[config.mk]
export PLATFORM = sky130hd
export DESIGN_NAME = dbg_boot_vec_ctrl
export DESIGN_NICKNAME = d
export VERILOG_FILES = /design/src/rtl/dbgboot_pkg.sv /design/src/rtl/dbgboot_flag.sv /design/src/rtl/dbgboot_ctl.sv /design/src/rtl/dbgboot_probe.sv /design/src/rtl/dbg_boot_vec_ctrl.sv
export SDC_FILE = /design/constraint.sdc
export NUM_CORES = 1
export LEC_CHECK = 0
export CAP_MARGIN = 20
export CORE_MARGIN = 2
export CORE_UTILIZATION = 30
export DETAILED_ROUTE_END_ITERATION = 10
export DONT_BUFFER_PORTS = 1
export PLACE_DENSITY = 0.51
export SYNTH_ARGS = -nofsm -noshare
export SYNTH_HDL_FRONTEND = slang
export SYNTH_SLANG_ARGS = --single-unit
[constraint.sdc]
create_clock -name clk -period 5.05 [get_ports clk]
set_input_delay 0.505 -clock clk [delete_from_list [all_inputs] [get_ports clk]]
set_output_delay 0.505 -clock clk [all_outputs]
set_load 0.01 [all_outputs]
[src/rtl/dbgboot_pkg.sv]
`timescale 1ns/1ps
package dbgboot_pkg;

   // Tap command codes; the numeric values are decoded by the flag holder.
   typedef enum logic [1:0] {
      TAP_NOP    = 2'b00,
      TAP_ARM    = 2'b01,
      TAP_DISARM = 2'b10,
      TAP_RSVD   = 2'b11
   } tap_cmd_e;

   // The three debug control bits loaded at reset.
   typedef struct packed {
      logic brk;
      logic trap;
      logic pen;
   } ctl_bits_t;

   localparam ctl_bits_t CTL_CLEAR = '{brk: 1'b0, trap: 1'b0, pen: 1'b0};

   function automatic ctl_bits_t ctl_fill(input logic v);
      ctl_bits_t r;
      r.brk  = v;
      r.trap = v;
      r.pen  = v;
      return r;
   endfunction

endpackage

[src/rtl/dbgboot_flag.sv]
`timescale 1ns/1ps
module dbgboot_flag
   import dbgboot_pkg::*;
(
   input  logic       clk,
   input  logic       por_n,
   input  logic       cmd_valid,
   input  logic [1:0] cmd,
   output logic       armed
);

   logic do_arm;
   logic do_disarm;

   assign do_arm    = cmd_valid && (cmd == TAP_ARM);
   assign do_disarm = cmd_valid && (cmd == TAP_DISARM);

   // Sticky flag: only power-on reset or an explicit command moves it.
   always_ff @(posedge clk) begin
      if (!por_n) begin
         armed <= 1'b0;
      end else if (do_arm) begin
         armed <= 1'b1;
      end else if (do_disarm) begin
         armed <= 1'b0;
      end
   end

   AST_FLAG_ONLY_BY_CMD: assert property (@(posedge clk) disable iff (!por_n)
      (!(cmd_valid && (cmd == TAP_ARM || cmd == TAP_DISARM))) |=> $stable(armed));

   AST_ARM_SETS_FLAG: assert property (@(posedge clk) disable iff (!por_n)
      (cmd_valid && cmd == TAP_ARM) |=> armed);

   AST_DISARM_CLEARS_FLAG: assert property (@(posedge clk) disable iff (!por_n)
      (cmd_valid && cmd == TAP_DISARM) |=> !armed);

endmodule

[src/rtl/dbgboot_ctl.sv]
`timescale 1ns/1ps
module dbgboot_ctl
   import dbgboot_pkg::*;
#(
   parameter int unsigned     ADDR_W   = 32,
   parameter logic [ADDR_W-1:0] NORM_VEC = 32'hBFC0_0000,
   parameter logic [ADDR_W-1:0] DBG_VEC  = 32'hFF20_0200,
   parameter bit              REG_VEC  = 1'b0
)(
   input  logic              clk,
   input  logic              por_n,
   input  logic              cpu_rst_n,
   input  logic              armed,
   input  logic              brk_ack,
   output ctl_bits_t         bits,
   output logic              run,
   output logic              dbg_req,
   output logic [ADDR_W-1:0] reset_vec
);

   logic [ADDR_W-1:0] vec_sel;

   assign run = por_n && cpu_rst_n;

   // Reset values follow the flag: the bits load synchronously on every
   // reset cycle instead of using an asynchronous non-constant reset value.
   always_ff @(posedge clk) begin
      if (!por_n) begin
         bits <= CTL_CLEAR;
      end else if (!cpu_rst_n) begin
         bits <= ctl_fill(armed);
      end else if (brk_ack && bits.brk) begin
         bits.brk <= 1'b0;
      end
   end

   assign dbg_req = run && bits.brk;
   assign vec_sel = bits.trap ? DBG_VEC : NORM_VEC;

   generate
      if (REG_VEC) begin : g_vec_reg
         logic [ADDR_W-1:0] vec_q;
         always_ff @(posedge clk) begin
            vec_q <= vec_sel;
         end
         assign reset_vec = vec_q;
      end else begin : g_vec_comb
         assign reset_vec = vec_sel;
      end
   endgenerate

   AST_BITS_UNIFORM: assert property (@(posedge clk) disable iff (!por_n)
      (!cpu_rst_n) |=> (bits.brk == bits.trap && bits.trap == bits.pen));

   AST_BITS_FOLLOW_FLAG: assert property (@(posedge clk) disable iff (!por_n)
      (!cpu_rst_n) |=> (bits.pen == $past(armed)));

   AST_TRAP_PEN_FROZEN: assert property (@(posedge clk) disable iff (!por_n)
      cpu_rst_n |=> $stable({bits.trap, bits.pen}));

   AST_BRK_HELD: assert property (@(posedge clk) disable iff (!por_n)
      (cpu_rst_n && bits.brk && !brk_ack) |=> bits.brk);

   AST_NO_REQ_IN_RESET: assert property (@(posedge clk)
      (!cpu_rst_n) |-> !dbg_req);

endmodule

[src/rtl/dbgboot_probe.sv]
`timescale 1ns/1ps
module dbgboot_probe #(
   parameter int unsigned       ADDR_W    = 32,
   parameter int unsigned       DATA_W    = 32,
   parameter logic [ADDR_W-1:0] SEG_BASE  = 32'hFF20_0000,
   parameter logic [ADDR_W-1:0] SEG_BYTES = 32'h0020_0000,
   parameter bit                REG_RESP  = 1'b1
)(
   input  logic              clk,
   input  logic              run,
   input  logic              probe_en,
   input  logic              core_req,
   input  logic [ADDR_W-1:0] core_addr,
   input  logic              probe_ack,
   input  logic [DATA_W-1:0] probe_data,
   output logic              pend,
   output logic [ADDR_W-1:0] pend_addr,
   output logic              rvalid,
   output logic [DATA_W-1:0] rdata
);

   localparam logic [ADDR_W-1:0] SEG_MASK = ~(SEG_BYTES - 1'b1);
   localparam bit SEG_POW2 = ((SEG_BYTES & (SEG_BYTES - 1'b1)) == '0)
                             && ((SEG_BASE & ~SEG_MASK) == '0);
   localparam logic [ADDR_W:0] SEG_END = {1'b0, SEG_BASE} + {1'b0, SEG_BYTES};

   logic in_seg;
   logic claim;
   logic finish;

   // Segment decode: mask compare when the window is aligned, else range.
   generate
      if (SEG_POW2) begin : g_dec_mask
         assign in_seg = ((core_addr & SEG_MASK) == SEG_BASE);
      end else begin : g_dec_range
         assign in_seg = (core_addr >= SEG_BASE) && ({1'b0, core_addr} < SEG_END);
      end
   endgenerate

   assign claim  = run && core_req && probe_en && in_seg && !pend;
   assign finish = pend && probe_ack;

   always_ff @(posedge clk) begin
      if (!run) begin
         pend      <= 1'b0;
         pend_addr <= '0;
      end else if (claim) begin
         pend      <= 1'b1;
         pend_addr <= core_addr;
      end else if (finish) begin
         pend      <= 1'b0;
      end
   end

   generate
      if (REG_RESP) begin : g_resp_reg
         always_ff @(posedge clk) begin
            if (!run) begin
               rvalid <= 1'b0;
               rdata  <= '0;
            end else begin
               rvalid <= finish;
               if (finish) begin
                  rdata <= probe_data;
               end
            end
         end

         AST_ACK_GIVES_BEAT: assert property (@(posedge clk) disable iff (!run)
            finish |=> rvalid);

         AST_SINGLE_BEAT: assert property (@(posedge clk) disable iff (!run)
            rvalid |=> !rvalid);
      end else begin : g_resp_comb
         assign rvalid = finish;
         assign rdata  = probe_data;
      end
   endgenerate

   AST_PEND_HELD: assert property (@(posedge clk) disable iff (!run)
      (pend && !probe_ack) |=> (pend && $stable(pend_addr)));

   AST_PEND_NEEDS_EN: assert property (@(posedge clk) disable iff (!run)
      $rose(pend) |-> $past(probe_en));

   AST_ACK_CLEARS_PEND: assert property (@(posedge clk) disable iff (!run)
      finish |=> !pend);

endmodule

[src/rtl/dbg_boot_vec_ctrl.sv]
`timescale 1ns/1ps
module dbg_boot_vec_ctrl
   import dbgboot_pkg::*;
#(
   parameter int unsigned       ADDR_W    = 32,
   parameter int unsigned       DATA_W    = 32,
   parameter logic [ADDR_W-1:0] NORM_VEC  = 32'hBFC0_0000,
   parameter logic [ADDR_W-1:0] DBG_VEC   = 32'hFF20_0200,
   parameter logic [ADDR_W-1:0] SEG_BASE  = 32'hFF20_0000,
   parameter logic [ADDR_W-1:0] SEG_BYTES = 32'h0020_0000,
   parameter bit                REG_VEC   = 1'b0,
   parameter bit                REG_RESP  = 1'b1
)(
   input  logic              clk,
   input  logic              por_n,
   input  logic              cpu_rst_n,
   input  logic              tap_cmd_valid,
   input  logic [1:0]        tap_cmd,
   output logic              boot_armed,
   output logic              ctl_brk,
   output logic              ctl_trap,
   output logic              ctl_probe_en,
   output logic [ADDR_W-1:0] reset_vector,
   output logic              dbg_req,
   input  logic              dbg_ack,
   input  logic              core_req,
   input  logic [ADDR_W-1:0] core_addr,
   output logic              core_stall,
   output logic              core_rvalid,
   output logic [DATA_W-1:0] core_rdata,
   output logic              probe_pending,
   output logic [ADDR_W-1:0] probe_addr,
   input  logic              probe_ack,
   input  logic [DATA_W-1:0] probe_instr
);

   localparam logic [ADDR_W:0] SEG_LIMIT = {1'b0, SEG_BASE} + {1'b0, SEG_BYTES};

   // Elaboration-time parameter checks.
   generate
      if (ADDR_W < 16 || ADDR_W > 64) begin : g_bad_addr_w
         $error("ADDR_W must lie between 16 and 64");
      end
      if (DATA_W < 16) begin : g_bad_data_w
         $error("DATA_W must be at least 16");
      end
      if (SEG_BYTES == '0) begin : g_bad_seg
         $error("SEG_BYTES must be non-zero");
      end
      if (DBG_VEC[1:0] != 2'b00 || NORM_VEC[1:0] != 2'b00) begin : g_bad_align
         $error("reset vectors must be word aligned");
      end
      if (DBG_VEC < SEG_BASE || {1'b0, DBG_VEC} >= SEG_LIMIT) begin : g_bad_dbg_vec
         $error("DBG_VEC must fall inside the debug segment");
      end
   endgenerate

   ctl_bits_t bits;
   logic      run;

   dbgboot_flag u_flag (
      .clk       (clk),
      .por_n     (por_n),
      .cmd_valid (tap_cmd_valid),
      .cmd       (tap_cmd),
      .armed     (boot_armed)
   );

   dbgboot_ctl #(
      .ADDR_W   (ADDR_W),
      .NORM_VEC (NORM_VEC),
      .DBG_VEC  (DBG_VEC),
      .REG_VEC  (REG_VEC)
   ) u_ctl (
      .clk       (clk),
      .por_n     (por_n),
      .cpu_rst_n (cpu_rst_n),
      .armed     (boot_armed),
      .brk_ack   (dbg_ack),
      .bits      (bits),
      .run       (run),
      .dbg_req   (dbg_req),
      .reset_vec (reset_vector)
   );

   dbgboot_probe #(
      .ADDR_W    (ADDR_W),
      .DATA_W    (DATA_W),
      .SEG_BASE  (SEG_BASE),
      .SEG_BYTES (SEG_BYTES),
      .REG_RESP  (REG_RESP)
   ) u_probe (
      .clk        (clk),
      .run        (run),
      .probe_en   (bits.pen),
      .core_req   (core_req),
      .core_addr  (core_addr),
      .probe_ack  (probe_ack),
      .probe_data (probe_instr),
      .pend       (probe_pending),
      .pend_addr  (probe_addr),
      .rvalid     (core_rvalid),
      .rdata      (core_rdata)
   );

   assign ctl_brk      = bits.brk;
   assign ctl_trap     = bits.trap;
   assign ctl_probe_en = bits.pen;
   assign core_stall   = probe_pending;

   AST_POR_CLEARS_ALL: assert property (@(posedge clk)
      (!por_n) |=> (!boot_armed && !ctl_brk && !ctl_trap && !ctl_probe_en));

   AST_STALL_ONLY_WITH_PEN: assert property (@(posedge clk) disable iff (!run)
      core_stall |-> ctl_probe_en);

endmodule

==> qor.csv <==
metric,value,unit
rows,34,
yosysTopAreaCellShare,0.501,
ys_types,21,
path_depth,3,
start_util,0.313,
post-route-util,0.331,
setup_viol,0,
worst-setup-path-type,reg2reg,
critPathLaunch,u_probe.pend,
slew_headroom,0.451,
vias_per_cell,4.60,
worstMarginPinSlew,0.823,ns
fin_nets,387,
cp_cell_sequence,or4b_1 > or4_2 > and3_1,
cts.hold.buffers_added,0,
max_stage_delay,1.06,ns
yosys_register_bits,69,
cts.sinks,69,
pwr-share-clk,0.471,
grt_overflow,0,
grt_start_max_net_pins,45,
p_sw,242,µW
synth_common_cells,"nand2_1, dfxtp_1, a21oi_1",
wl,5.70,mm
p_leak,0.00114,µW
synth_enable_flop_cells,0,
io_pins,177,
regToRegSetupSlack,2.55,ns
area_growth,5.90,%
cp.required,5.28,ns
clk_latency,0.34,ns
peakVddDrop,0.111,mV
htreeDepth,3,
synth_top_cell_by_area,dfxtp_1,
cp-endpoint,u_probe.pend_addr[23],
post-route-period-util,0.496,
cp-end-kind,flip-flop,
die_height,99.9,µm
synth_most_common_cell,nand2_1,
drc,0,
clk_pin_slew,0.08,ns
grt_pass1_vias,1857,
synthFlopType,dfxtp_1,
gp_congestion,0.654,
cp_max_fo,33,
portBuffers,0,
antennaDiodeCount,0,
cts_tree,built,
max_clock_freq,0.399,GHz
internal_power,846,µW
period_needed,2.50,ns
antenna_found_initial,0,
finalSetupTns,0,ns
drive_gt1_frac,0.0658,
crit_arrival,2.73,ns
grt_pass1_wl,8.50,mm
postRouteAntennaNets,0,
die_area,9970,µm²
vias,1965,
crit_slowest_cell,or4_2,
clock_path_buffers,2,
r2r_cells,3,
clockRootBuffer,clkbuf_8,
post-dp-hpwl,3.93,mm
startpoint_type,flip-flop,
dr.pass1.iters,4,
die_w,99.9,µm
grt.total_usage,0.108,
async_reset_ff_frac,0,
wire_per_inst,13.3,µm
status,"complete, no violations",
p_per_area,373,nW/µm²
cts_resized,0,
cts_made_buffers,9,
switching_share,0.222,
syn_avg_cell_area,8.43,µm²
post_cts_buffers,0,
combPwrFrac,0.026,
fin_skew,0.00877,ns
synthCells,327,
core,8810,µm²
max-cap-violations,0,
drt_iter0_markers,60,
rsz0062_at_grt,no,
drv_slew,0,
p_seq_frac,0.503,
rr_endpoint,u_probe.pend_addr[23],
hold_path_class,in2reg,
yosysWarnings,0,
synth_seq_area_share,0.501,
syn-cell-area,2760,µm²
hold_viol,0,
r2r-start,u_probe.pend,
synth_area_leaders,"dfxtp_1, nand2_1, buf_4",
crit_buf_inv,0,
critPathTopFamily,simple AND/OR/NAND/NOR gates,
## flip-flops by register name, indices dropped and copies added, names as in the netlist
register	count
u_ctl.bits	2
u_probe.pend_addr	32
u_flag.armed	1
u_probe.rvalid	1
u_probe.rdata	32
u_probe.pend	1
## per-layer routing
layer / vias up / track usage / share of wire
met1: 892 / 0.114 / 0.39
met3: 5 / 0.0669 / 0.14
met4: 0 / 0.0443 / 0.012
met5: - / 0 / 0
li1: 955 / - / -
met2: 113 / 0.173 / 0.45
## kinds of logic after synthesis
family                 count (synthesis)  share of synthesized area
and+or+nand+nor                      126                      0.187
other                                  2                    0.00272
AOI/OAI and AO/OA                     46                     0.0858
buffers and inverters                 63                      0.147
DFF                                   69                      0.501
muxes                                 21                     0.0763
## area by class of cell
type                    instances  area [µm²]
multi-input cells             220        1070
flip-flops and latches         69        1380
clock inverters                 6        93.8
fillers                       928        5890
inverters                      10        37.5
well taps                     108         135
clock buffers                  10         138
repair buffers                  4        67.6
## power by group through the flow
| stage | Clock [µW] | Sequential [µW] | Combinational [µW] |
|---|---|---|---|
| after floorplan | 0 | 559 | 42.2 |
| after global placement | 0 | 560 | 27.4 |
| after detailed placement | 0 | 560 | 28.0 |
| after CTS | 535 | 547 | 28.2 |
| after global routing | 560 | 547 | 31.6 |
| final | 513 | 547 | 28.2 |
## cell usage in the layout (no fill, tap or decap), drive strengths merged
cell and count:
or2b 1, and3 3, clkinv 1, clkbuf 11
or4b 1, mux2i 21, or4 1, o21ai 1
clkinvlp 1, a21oi 43, nand4 3, o2bb2ai 1
bufinv 2, nand2 110, a21boi 1, nand2b 2
dfxtp 69, and2 4, conb 27, inv 12
buf 3, nor2 1
## per-stage QoR
stage	hold WS (ns)	worst slack, ns	cells	power, µW	cell area [µm²]
final	0.283	2.55	427	1090	2920
after global routing	0.253	2.40	427	1140	2920
after CTS	0.260	2.49	425	1110	2870
after detailed placement	0.496	2.48	409	588	2640
after global placement	0.493	2.49	409	587	2640
after floorplan	0.470	3.07	352	601	2850
## how the worst min path moves through the flow
stage	startpoint	endpoint	slack [ns]	cells past startpoint
5_1_grt	por_n	u_flag.armed	0.25	1
2_1_floorplan	u_probe.pend_addr[21]	u_probe.pend_addr[21]	0.47	2
3_3_place_gp	u_probe.pend_addr[1]	u_probe.pend_addr[1]	0.49	2
6_report	por_n	u_ctl.bits[2]	0.28	1
4_1_cts	por_n	u_ctl.bits[2]	0.26	1
3_5_place_dp	u_probe.pend_addr[25]	u_probe.pend_addr[25]	0.50	2
Power figures use the tool's default switching activity.
